`config.mk`:
```
export PLATFORM = sky130hd
export DESIGN_NAME = rtcb_bank
export DESIGN_NICKNAME = d
export VERILOG_FILES = /design/src/rtl/rtcb_pkg.sv /design/src/rtl/rtcb_seq.sv /design/src/rtl/rtcb_clkregs.sv /design/src/rtl/rtcb_ram.sv /design/src/rtl/rtcb_bank.sv
export SDC_FILE = /design/constraint.sdc
export NUM_CORES = 1
export LEC_CHECK = 0
export ABC_AREA = 1
export BUFFER_PORTS_ARGS = -buffer_cell sky130_fd_sc_hd__clkbuf_2
export CORE_UTILIZATION = 40
export DETAILED_ROUTE_END_ITERATION = 16
export PLACE_DENSITY = 0.6
export REMOVE_ABC_BUFFERS = 1
export SYNTH_ARGS = -nofsm -noshare
export SYNTH_HDL_FRONTEND = slang
export SYNTH_SLANG_ARGS = --single-unit
```
`constraint.sdc`:
```
create_clock -name clk -period 4.1 [get_ports clk]
set_input_delay 0.41 -clock clk [delete_from_list [all_inputs] [get_ports clk]]
set_output_delay 0.41 -clock clk [all_outputs]
set_load 0.03 [all_outputs]
```
`src/rtl/rtcb_pkg.sv`:
```
package rtcb_pkg;
    typedef enum logic [2:0] {
        ST_IDLE   = 3'd0,
        ST_READ   = 3'd1,
        ST_WRITE  = 3'd2,
        ST_WBLOCK = 3'd3,
        ST_DONE   = 3'd4
    } seq_state_e;
endpackage

```
`src/rtl/rtcb_seq.sv`:
```
module rtcb_seq #(
    parameter int DW        = 8,
    parameter int CLK_REGS  = 8,
    parameter int RAM_BYTES = 31,
    localparam int MAXB     = (CLK_REGS > RAM_BYTES) ? CLK_REGS : RAM_BYTES,
    localparam int IW       = $clog2(MAXB),
    localparam int BW       = $clog2(DW)
) (
    input  logic                    clk,
    input  logic                    rst_n,
    input  logic                    cs,
    input  logic                    cmd_valid,
    input  logic                    cmd_ram,
    input  logic                    cmd_rd,
    input  logic                    bit_stb,
    input  logic                    sdi,
    input  logic                    wp_now,
    output rtcb_pkg::seq_state_e    state,
    output logic                    sel_ram,
    output logic [IW-1:0]           byte_idx,
    output logic [BW-1:0]           bit_idx,
    output logic                    snap,
    output logic                    commit,
    output logic [DW-1:0]           commit_data
);
    import rtcb_pkg::*;

    seq_state_e    nxt;
    logic [DW-1:0] shreg;
    logic          last_bit;
    logic          last_byte;
    logic          in_burst;
    logic          accept;

    assign last_bit  = (bit_idx == BW'(DW - 1));
    assign last_byte = sel_ram ? (byte_idx == IW'(RAM_BYTES - 1))
                               : (byte_idx == IW'(CLK_REGS - 1));
    assign in_burst  = (state == ST_READ) || (state == ST_WRITE) || (state == ST_WBLOCK);
    assign accept    = (state == ST_IDLE) && cs && cmd_valid;

    // state register
    always_ff @(posedge clk) begin
        if (!rst_n) state <= ST_IDLE;
        else        state <= nxt;
    end

    // transitions
    always_comb begin
        nxt = state;
        unique case (state)
            ST_IDLE: begin
                if (cs && cmd_valid)
                    nxt = cmd_rd ? ST_READ : (wp_now ? ST_WBLOCK : ST_WRITE);
            end
            ST_READ, ST_WRITE, ST_WBLOCK: begin
                if (!cs)
                    nxt = ST_IDLE;
                else if (bit_stb && last_bit && last_byte)
                    nxt = ST_DONE;
            end
            ST_DONE: begin
                if (!cs) nxt = ST_IDLE;
            end
            default: nxt = ST_IDLE;
        endcase
    end

    // outputs
    always_comb begin
        snap        = accept && cmd_rd && !cmd_ram;
        commit      = (state == ST_WRITE) && cs && bit_stb && last_bit;
        commit_data = {sdi, shreg[DW-1:1]};
    end

    // burst position and shifter
    always_ff @(posedge clk) begin
        if (!rst_n) begin
            byte_idx <= '0;
            bit_idx  <= '0;
            shreg    <= '0;
            sel_ram  <= 1'b0;
        end else if (state == ST_IDLE || !cs) begin
            byte_idx <= '0;
            bit_idx  <= '0;
            if (accept) sel_ram <= cmd_ram;
        end else if (in_burst && bit_stb) begin
            shreg <= {sdi, shreg[DW-1:1]};
            if (last_bit) begin
                bit_idx <= '0;
                if (!last_byte) byte_idx <= byte_idx + 1'b1;
            end else begin
                bit_idx <= bit_idx + 1'b1;
            end
        end
    end
endmodule

```
`src/rtl/rtcb_clkregs.sv`:
```
module rtcb_clkregs #(
    parameter int DW     = 8,
    parameter int NREG   = 8,
    parameter int WP_BIT = 7,
    localparam int RIW   = $clog2(NREG)
) (
    input  logic                 clk,
    input  logic                 rst_n,
    input  logic                 upd_we,
    input  logic [RIW-1:0]       upd_idx,
    input  logic [DW-1:0]        upd_data,
    input  logic                 wr_en,
    input  logic [RIW-1:0]       wr_idx,
    input  logic [DW-1:0]        wr_data,
    input  logic                 snap,
    input  logic [RIW-1:0]       rd_idx,
    output logic [DW-1:0]        rd_data,
    output logic                 wp,
    output logic [DW-1:0]        ctrl_q,
    output logic [NREG*DW-1:0]   shadow_flat
);
    logic [DW-1:0] live [NREG];
    logic [DW-1:0] shad [NREG];

    for (genvar g = 0; g < NREG; g++) begin : g_reg
        localparam bit IS_CTRL = (g == NREG - 1);
        logic hit_wr;
        logic hit_upd;
        assign hit_wr  = wr_en && (wr_idx == RIW'(g));
        assign hit_upd = upd_we && (upd_idx == RIW'(g)) && !IS_CTRL;

        always_ff @(posedge clk) begin
            if (!rst_n)       live[g] <= '0;
            else if (hit_wr)  live[g] <= wr_data;
            else if (hit_upd) live[g] <= upd_data;
        end

        always_ff @(posedge clk) begin
            if (!rst_n)    shad[g] <= '0;
            else if (snap) shad[g] <= live[g];
        end

        assign shadow_flat[g*DW +: DW] = shad[g];
    end

    assign rd_data = shad[rd_idx];
    assign ctrl_q  = live[NREG-1];
    assign wp      = ctrl_q[WP_BIT];
endmodule

```
`src/rtl/rtcb_ram.sv`:
```
module rtcb_ram #(
    parameter int DW    = 8,
    parameter int DEPTH = 31,
    localparam int AW   = $clog2(DEPTH)
) (
    input  logic            clk,
    input  logic            rst_n,
    input  logic            we,
    input  logic [AW-1:0]   waddr,
    input  logic [DW-1:0]   wdata,
    input  logic [AW-1:0]   raddr,
    output logic [DW-1:0]   rdata
);
    logic [DW-1:0] mem [DEPTH];

    for (genvar g = 0; g < DEPTH; g++) begin : g_cell
        always_ff @(posedge clk) begin
            if (!rst_n)                          mem[g] <= '0;
            else if (we && (waddr == AW'(g)))    mem[g] <= wdata;
        end
    end

    assign rdata = (int'(raddr) < DEPTH) ? mem[raddr] : '0;
endmodule

```
`src/rtl/rtcb_bank.sv`:
```
module rtcb_bank #(
    parameter int DW        = 8,
    parameter int CLK_REGS  = 8,
    parameter int RAM_BYTES = 31,
    parameter int WP_BIT    = 7,
    localparam int RIW      = $clog2(CLK_REGS)
) (
    input  logic            clk,
    input  logic            rst_n,
    input  logic            cs,
    input  logic            cmd_valid,
    input  logic            cmd_ram,
    input  logic            cmd_rd,
    input  logic            bit_stb,
    input  logic            sdi,
    output logic            sdo,
    input  logic            upd_we,
    input  logic [RIW-1:0]  upd_idx,
    input  logic [DW-1:0]   upd_data
);
    import rtcb_pkg::*;

    localparam int MAXB = (CLK_REGS > RAM_BYTES) ? CLK_REGS : RAM_BYTES;
    localparam int IW   = $clog2(MAXB);
    localparam int BW   = $clog2(DW);
    localparam int AW   = $clog2(RAM_BYTES);

    seq_state_e                 state;
    logic                       sel_ram;
    logic [IW-1:0]              byte_idx;
    logic [BW-1:0]              bit_idx;
    logic                       snap;
    logic                       commit;
    logic [DW-1:0]              commit_data;
    logic                       wp;
    logic [DW-1:0]              ctrl_q;
    logic [CLK_REGS*DW-1:0]     shadow_flat;
    logic [DW-1:0]              sh_rdata;
    logic [DW-1:0]              ram_rdata;
    logic [DW-1:0]              rd_byte;

    rtcb_seq #(.DW(DW), .CLK_REGS(CLK_REGS), .RAM_BYTES(RAM_BYTES)) u_seq (
        .clk(clk), .rst_n(rst_n), .cs(cs), .cmd_valid(cmd_valid),
        .cmd_ram(cmd_ram), .cmd_rd(cmd_rd), .bit_stb(bit_stb), .sdi(sdi),
        .wp_now(wp), .state(state), .sel_ram(sel_ram), .byte_idx(byte_idx),
        .bit_idx(bit_idx), .snap(snap), .commit(commit), .commit_data(commit_data)
    );

    rtcb_clkregs #(.DW(DW), .NREG(CLK_REGS), .WP_BIT(WP_BIT)) u_clk (
        .clk(clk), .rst_n(rst_n), .upd_we(upd_we), .upd_idx(upd_idx),
        .upd_data(upd_data), .wr_en(commit && !sel_ram),
        .wr_idx(byte_idx[RIW-1:0]), .wr_data(commit_data), .snap(snap),
        .rd_idx(byte_idx[RIW-1:0]), .rd_data(sh_rdata), .wp(wp),
        .ctrl_q(ctrl_q), .shadow_flat(shadow_flat)
    );

    rtcb_ram #(.DW(DW), .DEPTH(RAM_BYTES)) u_ram (
        .clk(clk), .rst_n(rst_n), .we(commit && sel_ram),
        .waddr(byte_idx[AW-1:0]), .wdata(commit_data),
        .raddr(byte_idx[AW-1:0]), .rdata(ram_rdata)
    );

    assign rd_byte = sel_ram ? ram_rdata : sh_rdata;
    assign sdo     = (state == ST_READ) && rd_byte[bit_idx];
endmodule

```
==> flow_summary.json, run 1 <==
{
  "slew_headroom_pct": 38.00,
  "yosysSeqAreaShare_pct": 64.29,
  "synth_edf_count": 376,
  "post_cts.resized_instances": 0,
  "cts_sinks": 400,
  "power.density_nw_per_um2": 452.4,
  "clock_skew_ps": 16.89,
  "critPathKind": "reg2out",
  "ys.warnings.count": 0,
  "core_region_area_um2": 45280,
  "yosysUniqueCellTypes": 32,
  "ant_nets": 0,
  "drt_iter0_drc": 1583,
  "h-tree-depth": 2,
  "chipHeight_um": 215.9,
  "dieArea_um2": 46630,
  "cp_max_fo": 62,
  "fmax_mhz": 264.6,
  "synth_top_area_share_pct": 61.67,
  "wl_per_cell_um": 20.74,
  "place_area_um2": 19120,
  "cts_buffer_depth": 3,
  "synth.area.top_cells": "edfxtp_1 62%, nor2_1 7.7%, nand3_1 7.4%",
  "slew_violations": 0,
  "outcome": "finished, final reports clean",
  "hold_violations": 0,
  "synth_seq_cells": 400,
  "layout_commonest_cell": "edfxtp_1",
  "finalCritPeriodShare_pct": 92.18,
  "clkPwrFrac_pct": 41.7,
  "clkLatencyLatePin_ps": 570,
  "post-route-cell-area_um2": 20500,
  "synthFlopType": "edfxtp_1",
  "vdd_drop_max_v": 0.0002975,
  "netlist_area_um2": 18310,
  "power_frac_seq_pct": 51.0,
  "overflow": 0,
  "clkTransAtPathRegs_ps": 60,
  "worstPathArrival_ps": 3370,
  "finalPower_w": 0.009274,
  "dp_hpwl_um": 33080,
  "rsz0062_at_grt": "false",
  "p_sw_w": 0.002198,
  "cts_setup_buffers": 0,
  "cp-end-kind": "primary output",
  "start_kind": "register",
  "holdWs_ps": 162.6,
  "grt_antenna_before_repair": 0,
  "hold_class": "in2reg",
  "cap_violations": 0,
  "grt_pass1_vias": 13240,
  "final_util_pct": 45.27,
  "via_count": 13720,
  "drt-vias-per-instance": 5.488,
  "syn2layout_area_growth_pct": 11.97,
  "num-nets-final": 1898,
  "cts_tree": "done",
  "cts_root_buffer": "clkbuf_16",
  "dr.pass1.iters": 8,
  "drcViolationCount": 0,
  "setup_viol": 0,
  "fin_crit_ps": 3779,
  "portBuffers": 20,
  "cts_made_buffers": 43,
  "switching_share_pct": 23.70,
  "rows": 78,
  "fp.dieW_um": 215.9,
  "worst_slew_pin_slew_ps": 928.6,
  "syn_inst": 1867,
  "start_util_pct": 40.43,
  "wl_um": 51840,
  "final_cell_mix": "376 x edfxtp_1, 375 x nor2_1, 340 x nand2_1",
  "antennaDiodeCount": 0,
  "p_int_w": 0.007076,
  "final_layout_size_suffix_gt1_share_pct": 9.263,
  "postSynth.asyncResetShare_pct": 0,
  "grt_pass1_wl_um": 78580,
  "required_ps": 3690,
  "ctsHoldBuffers": 0,
  "syn-mean-instance-area_um2": 9.807,
  "gp_congestion": 0.8999,
  "io_pins": 21,
  "synth_area_leader_cell": "edfxtp_1",
  "power_frac_comb_pct": 7.4,
  "grt_max_degree": 153,
  "leakagePower_nw": 7.500,
  "track_usage_pct": 22.38
}
power groups by stage:
stage          clock [W]  sequential (W)  combinational, W
2_1_floorplan          0         0.00479          0.000347
3_3_place_gp           0         0.00481          0.000665
3_5_place_dp           0         0.00481          0.000673
4_1_cts          0.00391         0.00473          0.000676
5_1_grt          0.00406         0.00475          0.000736
6_report         0.00386         0.00473          0.000683
layer usage:
| metal | track usage [%] | wire length (um) | vias to the layer above | share of wire, % |
|---|---|---|---|---|
| met5 | 0 | 0 | - | 0 |
| met4 | 9.718 | 1931 | 0 | 3.7 |
| met3 | 4.369 | 4448 | 124 | 8.6 |
| met2 | 35.04 | 23640 | 620 | 46 |
| met1 | 30.27 | 21820 | 6614 | 42 |
| li1 | - | - | 6362 | - |
worst paths after layout:
path / depth (start not counted) / startpoint / slack, ps / end
setup reg to reg: 10 / u_seq.bit_idx[0]$_SDFFE_PP0P_ / 860 / u_ram.mem[25][6]$_SDFFCE_PN0P_
hold reg to reg: 1 / u_seq.byte_idx[0]$_SDFFE_PP0P_ / 540 / u_seq.byte_idx[0]$_SDFFE_PP0P_
setup / recovery: 13 / register / 320 / sdo
hold / removal: 3 / sdi / 160 / u_seq.shreg[7]$_SDFFE_PN0P_
critical path: stages (launching register included):
cell	delay, ps
dfxtp_4	360
inv_4	470
buf_4	390
nand2_1	80
nand3_1	110
nand3_1	150
nand3_1	130
nand3_1	140
nand3_1	130
nand3_1	90
nand3_1	80
nand3_1	100
a21oi_1	280
clkbuf_2	270
synth_stat cells (18+ instances only):
master	count
edfxtp_1	376
clkbuf_1	77
nand3_2	20
o22ai_1	48
nor2_1	375
buf_1	18
o21ai_0	43
nand2_1	341
inv_1	135
nand3_1	269
buf_2	18
dfxtp_1	24
a21oi_1	51
kinds of logic (layout without fill, tap and decap cells):
kind of cell             Yosys count  count (layout)  share of synthesized area, %
AND/OR/NAND/NOR                 1024            1024                         23.88
flip-flops                       400             400                         64.29
buffers and inverters            257             290                         5.453
AO/OA/AOI/OAI                    177             177                         5.754
adder cells (fa/ha/maj)            9               9                        0.6151
through the flow:
step,cells,setup WS (ps),TNS [ps]
6_report,2500,320.8,0
5_1_grt,2500,166.3,0
4_1_cts,2500,350.0,0
3_5_place_dp,2424,953.6,0
3_3_place_gp,2424,960.7,0
2_1_floorplan,1751,-1938,-1938
registers in the layout, indices dropped and copies added (netlist names), named ones only:
name	flops
u_clk.live	64
u_clk.shad	64
u_ram.mem	248
u_seq.bit_idx	3
u_seq.byte_idx	5
u_seq.sel_ram	1
u_seq.shreg	7
u_seq.state	3
area by class of cell:
class,instances,area (um^2)
Fill cell,4294,24780
Sequential cell,400,11780
Multi-Input combinational cell,1210,5547
Clock buffer,65,1252
Tap cell,600,750.7
Inverter,141,531.8
Timing Repair Buffer,73,513.0
Clock inverter,11,128.9
No activity file was read; power rests on OpenSTA's default activity.
==> run 2: changes to the inputs <==
- CORE_ASPECT_RATIO: unset -> 1.1
- CTS_BUF_LIST: unset -> sky130_fd_sc_hd__clkbuf_16
==> run 2 against run 1 <==
Against the previous run: flip-flop and latch count stayed put; cell area is 0.45% higher; non-clock buffer count is 2 lower; first-iteration DRC count is 18% lower; core utilization is 0.70 points higher; hold slack worse by 3.0 ps; largest power group unchanged; global-route usage is 0.11 points lower; combinational power is 3.2% lower; count of clock-buffer cells in the layout is 20 lower.
==> flow_summary.json, run 2 (same netlist as run 1, synthesis figures left out) <==
{
  "outcome": "finished, final reports clean",
  "final_util_pct": 45.97,
  "finalCritPeriodShare_pct": 96.61,
  "final_cell_mix": "376 x edfxtp_1, 375 x nor2_1, 340 x nand2_1",
  "start_kind": "register",
  "core_region_area_um2": 44800,
  "antennaDiodeCount": 0,
  "grt_max_degree": 89,
  "setup_ws_ps": 139.1,
  "fmax_mhz": 252.5,
  "cp_slowest_stage_delay_ps": 480,
  "portBuffers": 20,
  "multi_input_area_um2": 5547,
  "fin_crit_ps": 3961,
  "cts_sinks": 400,
  "setup_viol": 0,
  "dp_hpwl_um": 32160,
  "pre_cts_slack_ps": 527.2,
  "cts_tree": "done",
  "crit_chain": "inv_8 > buf_12 > nand2_1 > nand3_1 > nand3_1 > nand3_1 > nand3_1 > nand3_1 > nand3_1 > nand3_1 > nand3_1 > a21oi_1 > clkbuf_2",
  "via_count": 13500,
  "syn2layout_area_growth_pct": 12.47,
  "fillers": 4226,
  "clkTransAtPathRegs_ps": 60,
  "cp-end-kind": "primary output",
  "vdd_drop_max_v": 0.0002592,
  "drt-vias-per-instance": 5.451,
  "worst_slew_pin_slew_ps": 1185,
  "track_usage_pct": 22.27,
  "grt_pass1_vias": 13210,
  "h-tree-depth": 2,
  "slowest_stage": "dfxtp_4",
  "gp_congestion": 0.8959,
  "holdWs_ps": 159.6,
  "largest_register_ffs": 248,
  "slew_headroom_pct": 20.49,
  "cts_buffer_depth": 3,
  "seq_area_um2": 11780,
  "hold_class": "in2reg",
  "final_layout_size_suffix_gt1_share_pct": 9.072,
  "met1_length_um": 20840,
  "leakagePower_nw": 7.584,
  "largestRegisters": "u_ram.mem (248), u_clk.live (64), u_clk.shad (64)",
  "start_util_pct": 40.87,
  "grt_pass1_wl_um": 77870,
  "cts_made_buffers": 43,
  "cts_root_buffer": "clkbuf_16",
  "ant_nets": 0,
  "io_pins": 21,
  "top_register": "u_ram.mem",
  "clock_skew_ps": 12.92,
  "grt_antenna_before_repair": 1,
  "routed.top_layer": "met4",
  "clkLatencyLatePin_ps": 560,
  "rows": 81,
  "critPathKind": "reg2out",
  "power.density_nw_per_um2": 458.3,
  "ctsHoldBuffers": 0,
  "num-nets-final": 1896,
  "cp_top_family": "simple AND/OR/NAND/NOR gates",
  "wl_met3_um": 3289,
  "rsz0062_at_grt": "false",
  "critPathBufInv": 3,
  "fp.dieW_um": 206.0,
  "required_ps": 3690,
  "dr.pass1.iters": 7,
  "dieArea_um2": 46630,
  "path_common_cell": "nand3_1",
  "worstPathArrival_ps": 3550,
  "drt_iter0_drc": 1303,
  "cap_violations": 0,
  "chipHeight_um": 226.4,
  "wl_um": 50710,
  "wl_per_cell_um": 20.47,
  "drcViolationCount": 0,
  "wl_met2_um": 24690,
  "cp_max_fo": 61,
  "finalPower_w": 0.009438,
  "hold_violations": 0,
  "slew_violations": 0,
  "tns_ps": 0,
  "layout_commonest_cell": "edfxtp_1",
  "overflow": 0
}
## run 2: tightest hold or removal path, delay by kind of cell
family | cells | cell delay, ps
AOI/OAI and AO/OA | 2 | 180
buffers and inverters | 1 | 90
## run 2: metal layers
metal	vias up	track usage, %
li1	6358	-
met1	6515	28.59
met2	510	37.13
met3	118	3.780
met4	0	9.227
met5	-	0
## run 2: what timing repair did
action | CTS | global route
setup endpoints to repair | 1 | 1
resized for setup | 2 | 1
buffers inserted | 0 | 1
## run 2: final cells by class
| type | instances | share of cell area, % |
|---|---|---|
| clock inverter | 29 | 1.604 |
| timing repair buffer | 71 | 2.661 |
| tap | 581 | 3.530 |
| inverter | 141 | 2.613 |
| multi-input combinational | 1210 | 26.94 |
| sequential | 400 | 57.19 |
| clock buffer | 45 | 5.468 |
## run 2: power breakdown
| group | leakage, nW | total (W) | switching (W) | internal (W) |
|---|---|---|---|---|
| Sequential | 4.00 | 0.00473 | 0.0000788 | 0.00465 |
| Clock | 0.736 | 0.00405 | 0.00157 | 0.00247 |
| Combinational | 2.85 | 0.000661 | 0.000526 | 0.000135 |
## run 2: final timing paths
kind / start / end / slack, ps / cells after the start
worst min-delay path: sdi / u_seq.shreg[7]$_SDFFE_PN0P_ / 160 / 3
worst max-delay path: register / sdo / 140 / 13
worst min register to register: u_seq.shreg[7]$_SDFFE_PN0P_ / u_seq.shreg[7]$_SDFFE_PN0P_ / 450 / 2
worst max register to register: u_seq.bit_idx[0]$_SDFFE_PP0P_ / u_clk.live[0][20]$_DFFE_PP_ / 750 / 10
## run 2: stage by stage
step / instances / cell area [um^2]
finish: 2477 / 20590
global placement: 2402 / 19110
global route: 2477 / 20590
detailed placement: 2402 / 19110
CTS: 2476 / 20570
floorplan: 1751 / 17840
==> run 3: changes to the inputs <==
- CELL_PAD_IN_SITES_DETAIL_PLACEMENT: unset -> 1
- CELL_PAD_IN_SITES_GLOBAL_PLACEMENT: unset -> 1
- PLACE_DENSITY: 0.6 -> 0.71
==> run 3 against run 2 <==
Against the previous run: hold slack got worse by 16 ps; die area did not move; combinational power increased by 3.8%; sequential power about the same; largest power group unchanged; via count grew 2.9%; total power fell by 2.0%; count of clock-buffer cells in the layout shrank 2; largest cell class unchanged; clock power decreased by 5.4%; routed wire length grew 12%; register-to-register slack better by 190 ps.
==> flow_summary.json, run 3 (same netlist as run 1, synthesis figures left out) <==
{
  "start_util_pct": 40.87,
  "critPathKind": "reg2out",
  "largest_register_ffs": 248,
  "grt_pass1_vias": 14490,
  "dieArea_um2": 46630,
  "finalCritPeriodShare_pct": 88.37,
  "cap_violations": 0,
  "ant_nets": 0,
  "reg2reg_from": "u_seq.bit_idx[0]$_SDFFE_PP0P_",
  "fp.dieW_um": 206.0,
  "hold_path.startpoint": "sdi",
  "post_cts.resized_instances": 0,
  "cp-end-kind": "primary output",
  "setup_viol": 0,
  "portBuffers": 20,
  "fmax_mhz": 276.0,
  "ff2ff_path_depth": 9,
  "largestRegisters": "u_ram.mem (248), u_clk.live (64), u_clk.shad (64)",
  "r2r_setup_slack_ps": 940,
  "final_cell_mix": "376 x edfxtp_1, 375 x nor2_1, 340 x nand2_1",
  "drt-vias-per-instance": 5.594,
  "grt_pass1_wl_um": 86480,
  "antennaDiodeCount": 0,
  "dp_hpwl_um": 36800,
  "outcome": "finished, final reports clean",
  "io_pins": 21,
  "cts_buffer_depth": 3,
  "rr_endpoint": "u_ram.mem[23][4]$_SDFFCE_PN0P_",
  "clock_skew_ps": 19.82,
  "chipHeight_um": 226.4,
  "rsz0062_at_grt": "false",
  "pre_cts_slack_ps": 998.7,
  "cts_made_buffers": 42,
  "cp_max_fo": 24,
  "worstPathArrival_ps": 3210,
  "cts_tree": "done",
  "fillers": 5049,
  "cts_setup_buffers": 0,
  "drt_iter0_drc": 1158,
  "slew_headroom_pct": 14.84,
  "via_count": 13890,
  "grt_max_degree": 108,
  "top_register": "u_ram.mem",
  "worstHoldPathCells": 3,
  "grt_antenna_before_repair": 0,
  "overflow": 0,
  "cts_sinks": 400,
  "gp_congestion": 0.8544,
  "drcViolationCount": 0,
  "cts_root_buffer": "clkbuf_16",
  "core_region_area_um2": 44800,
  "dr.pass1.iters": 5,
  "layout_commonest_cell": "edfxtp_1",
  "ctsHoldBuffers": 0,
  "setup_ws_ps": 476.9,
  "hold_violations": 0,
  "clkLatencyLatePin_ps": 570,
  "worst_slew_pin_slew_ps": 1270,
  "clkTransAtPathRegs_ps": 60,
  "start_kind": "register",
  "hold_class": "in2reg",
  "track_usage_pct": 25.02,
  "holdWs_ps": 144.0,
  "wl_um": 56750,
  "fin_crit_ps": 3623,
  "slew_violations": 0,
  "power.density_nw_per_um2": 451.2,
  "h-tree-depth": 2,
  "num-nets-final": 1899,
  "leakagePower_nw": 7.537,
  "wl_per_cell_um": 22.86,
  "syn2layout_area_growth_pct": 11.96,
  "rows": 81,
  "vdd_drop_max_v": 0.0003202,
  "hold_path_end": "u_seq.shreg[7]$_SDFFE_PN0P_",
  "required_ps": 3690,
  "final_layout_size_suffix_gt1_share_pct": 9.043
}
run 3: cell count changes in the layout (fill, tap and decap cells not counted), sizes merged:
cell / change
bufinv: -3
clkbuf: -2
buf: +4
inv: +1
clkinv: +5
clkinvlp: +1
run 3: how the worst max path moves through the flow:
| stage | startpoint | cells after the start | slack, ps | to |
|---|---|---|---|---|
| 6_report | register | 11 | 480 | sdo |
| 2_1_floorplan | register | 11 | -1940 | sdo |
| 3_5_place_dp | u_seq.bit_idx[0]$_SDFFE_PP0P_ | 9 | 1000 | u_ram.mem[1][5]$_SDFFCE_PN0P_ |
| 3_3_place_gp | register | 13 | 1100 | sdo |
| 5_1_grt | register | 13 | 270 | sdo |
| 4_1_cts | register | 13 | 440 | sdo |
run 3: worst max-delay path, cell delays in order, from the launching register on:
cell and delay, ps:
dfxtp_1 330, inv_2 460, buf_4 440, nand3_1 190, nand3_1 190, nand3_1 120
nand3_1 90, nand3_1 100, nand3_1 100, nand3_1 120, a21oi_1 240, clkbuf_2 250
run 3: routing by layer:
layer / up-vias / global-route usage (%) / wire, um
li1: 6362 / - / -
met1: 6982 / 32.78 / 24340
met2: 406 / 40.89 / 27000
met3: 140 / 3.392 / 2790
met4: 0 / 11.98 / 2620
met5: - / 0 / 0
run 3: cell type report:
cell class,instances,area [um^2],area share [%]
Clock inverter,33,275.3,1.343
Tap cell,581,726.9,3.546
Sequential cell,400,11780,57.45
Clock buffer,43,1076,5.249
Multi-Input combinational cell,1210,5547,27.06
Timing Repair Buffer,75,565.5,2.759
Inverter,141,531.8,2.594
run 3: metrics by stage:
step	total power [W]	setup TNS, ps	util [%]	instances	area (um^2)
after floorplan	0.005133	-1938	-	1751	17840
after global placement	0.005463	0	42.74	2407	19150
after detailed placement	0.005493	0	42.74	2407	19150
after CTS	0.009288	0	45.76	2483	20500
after global routing	0.009498	0	45.76	2483	20500
final	0.009249	0	45.76	2483	20500
run 3: power by group:
| group | total, W | switching (W) | internal, W |
|---|---|---|---|
| registers | 0.00473 | 0.0000789 | 0.00465 |
| logic | 0.000686 | 0.000550 | 0.000135 |
| clock network | 0.00383 | 0.00162 | 0.00221 |
| total | 0.00925 | 0.00225 | 0.00700 |
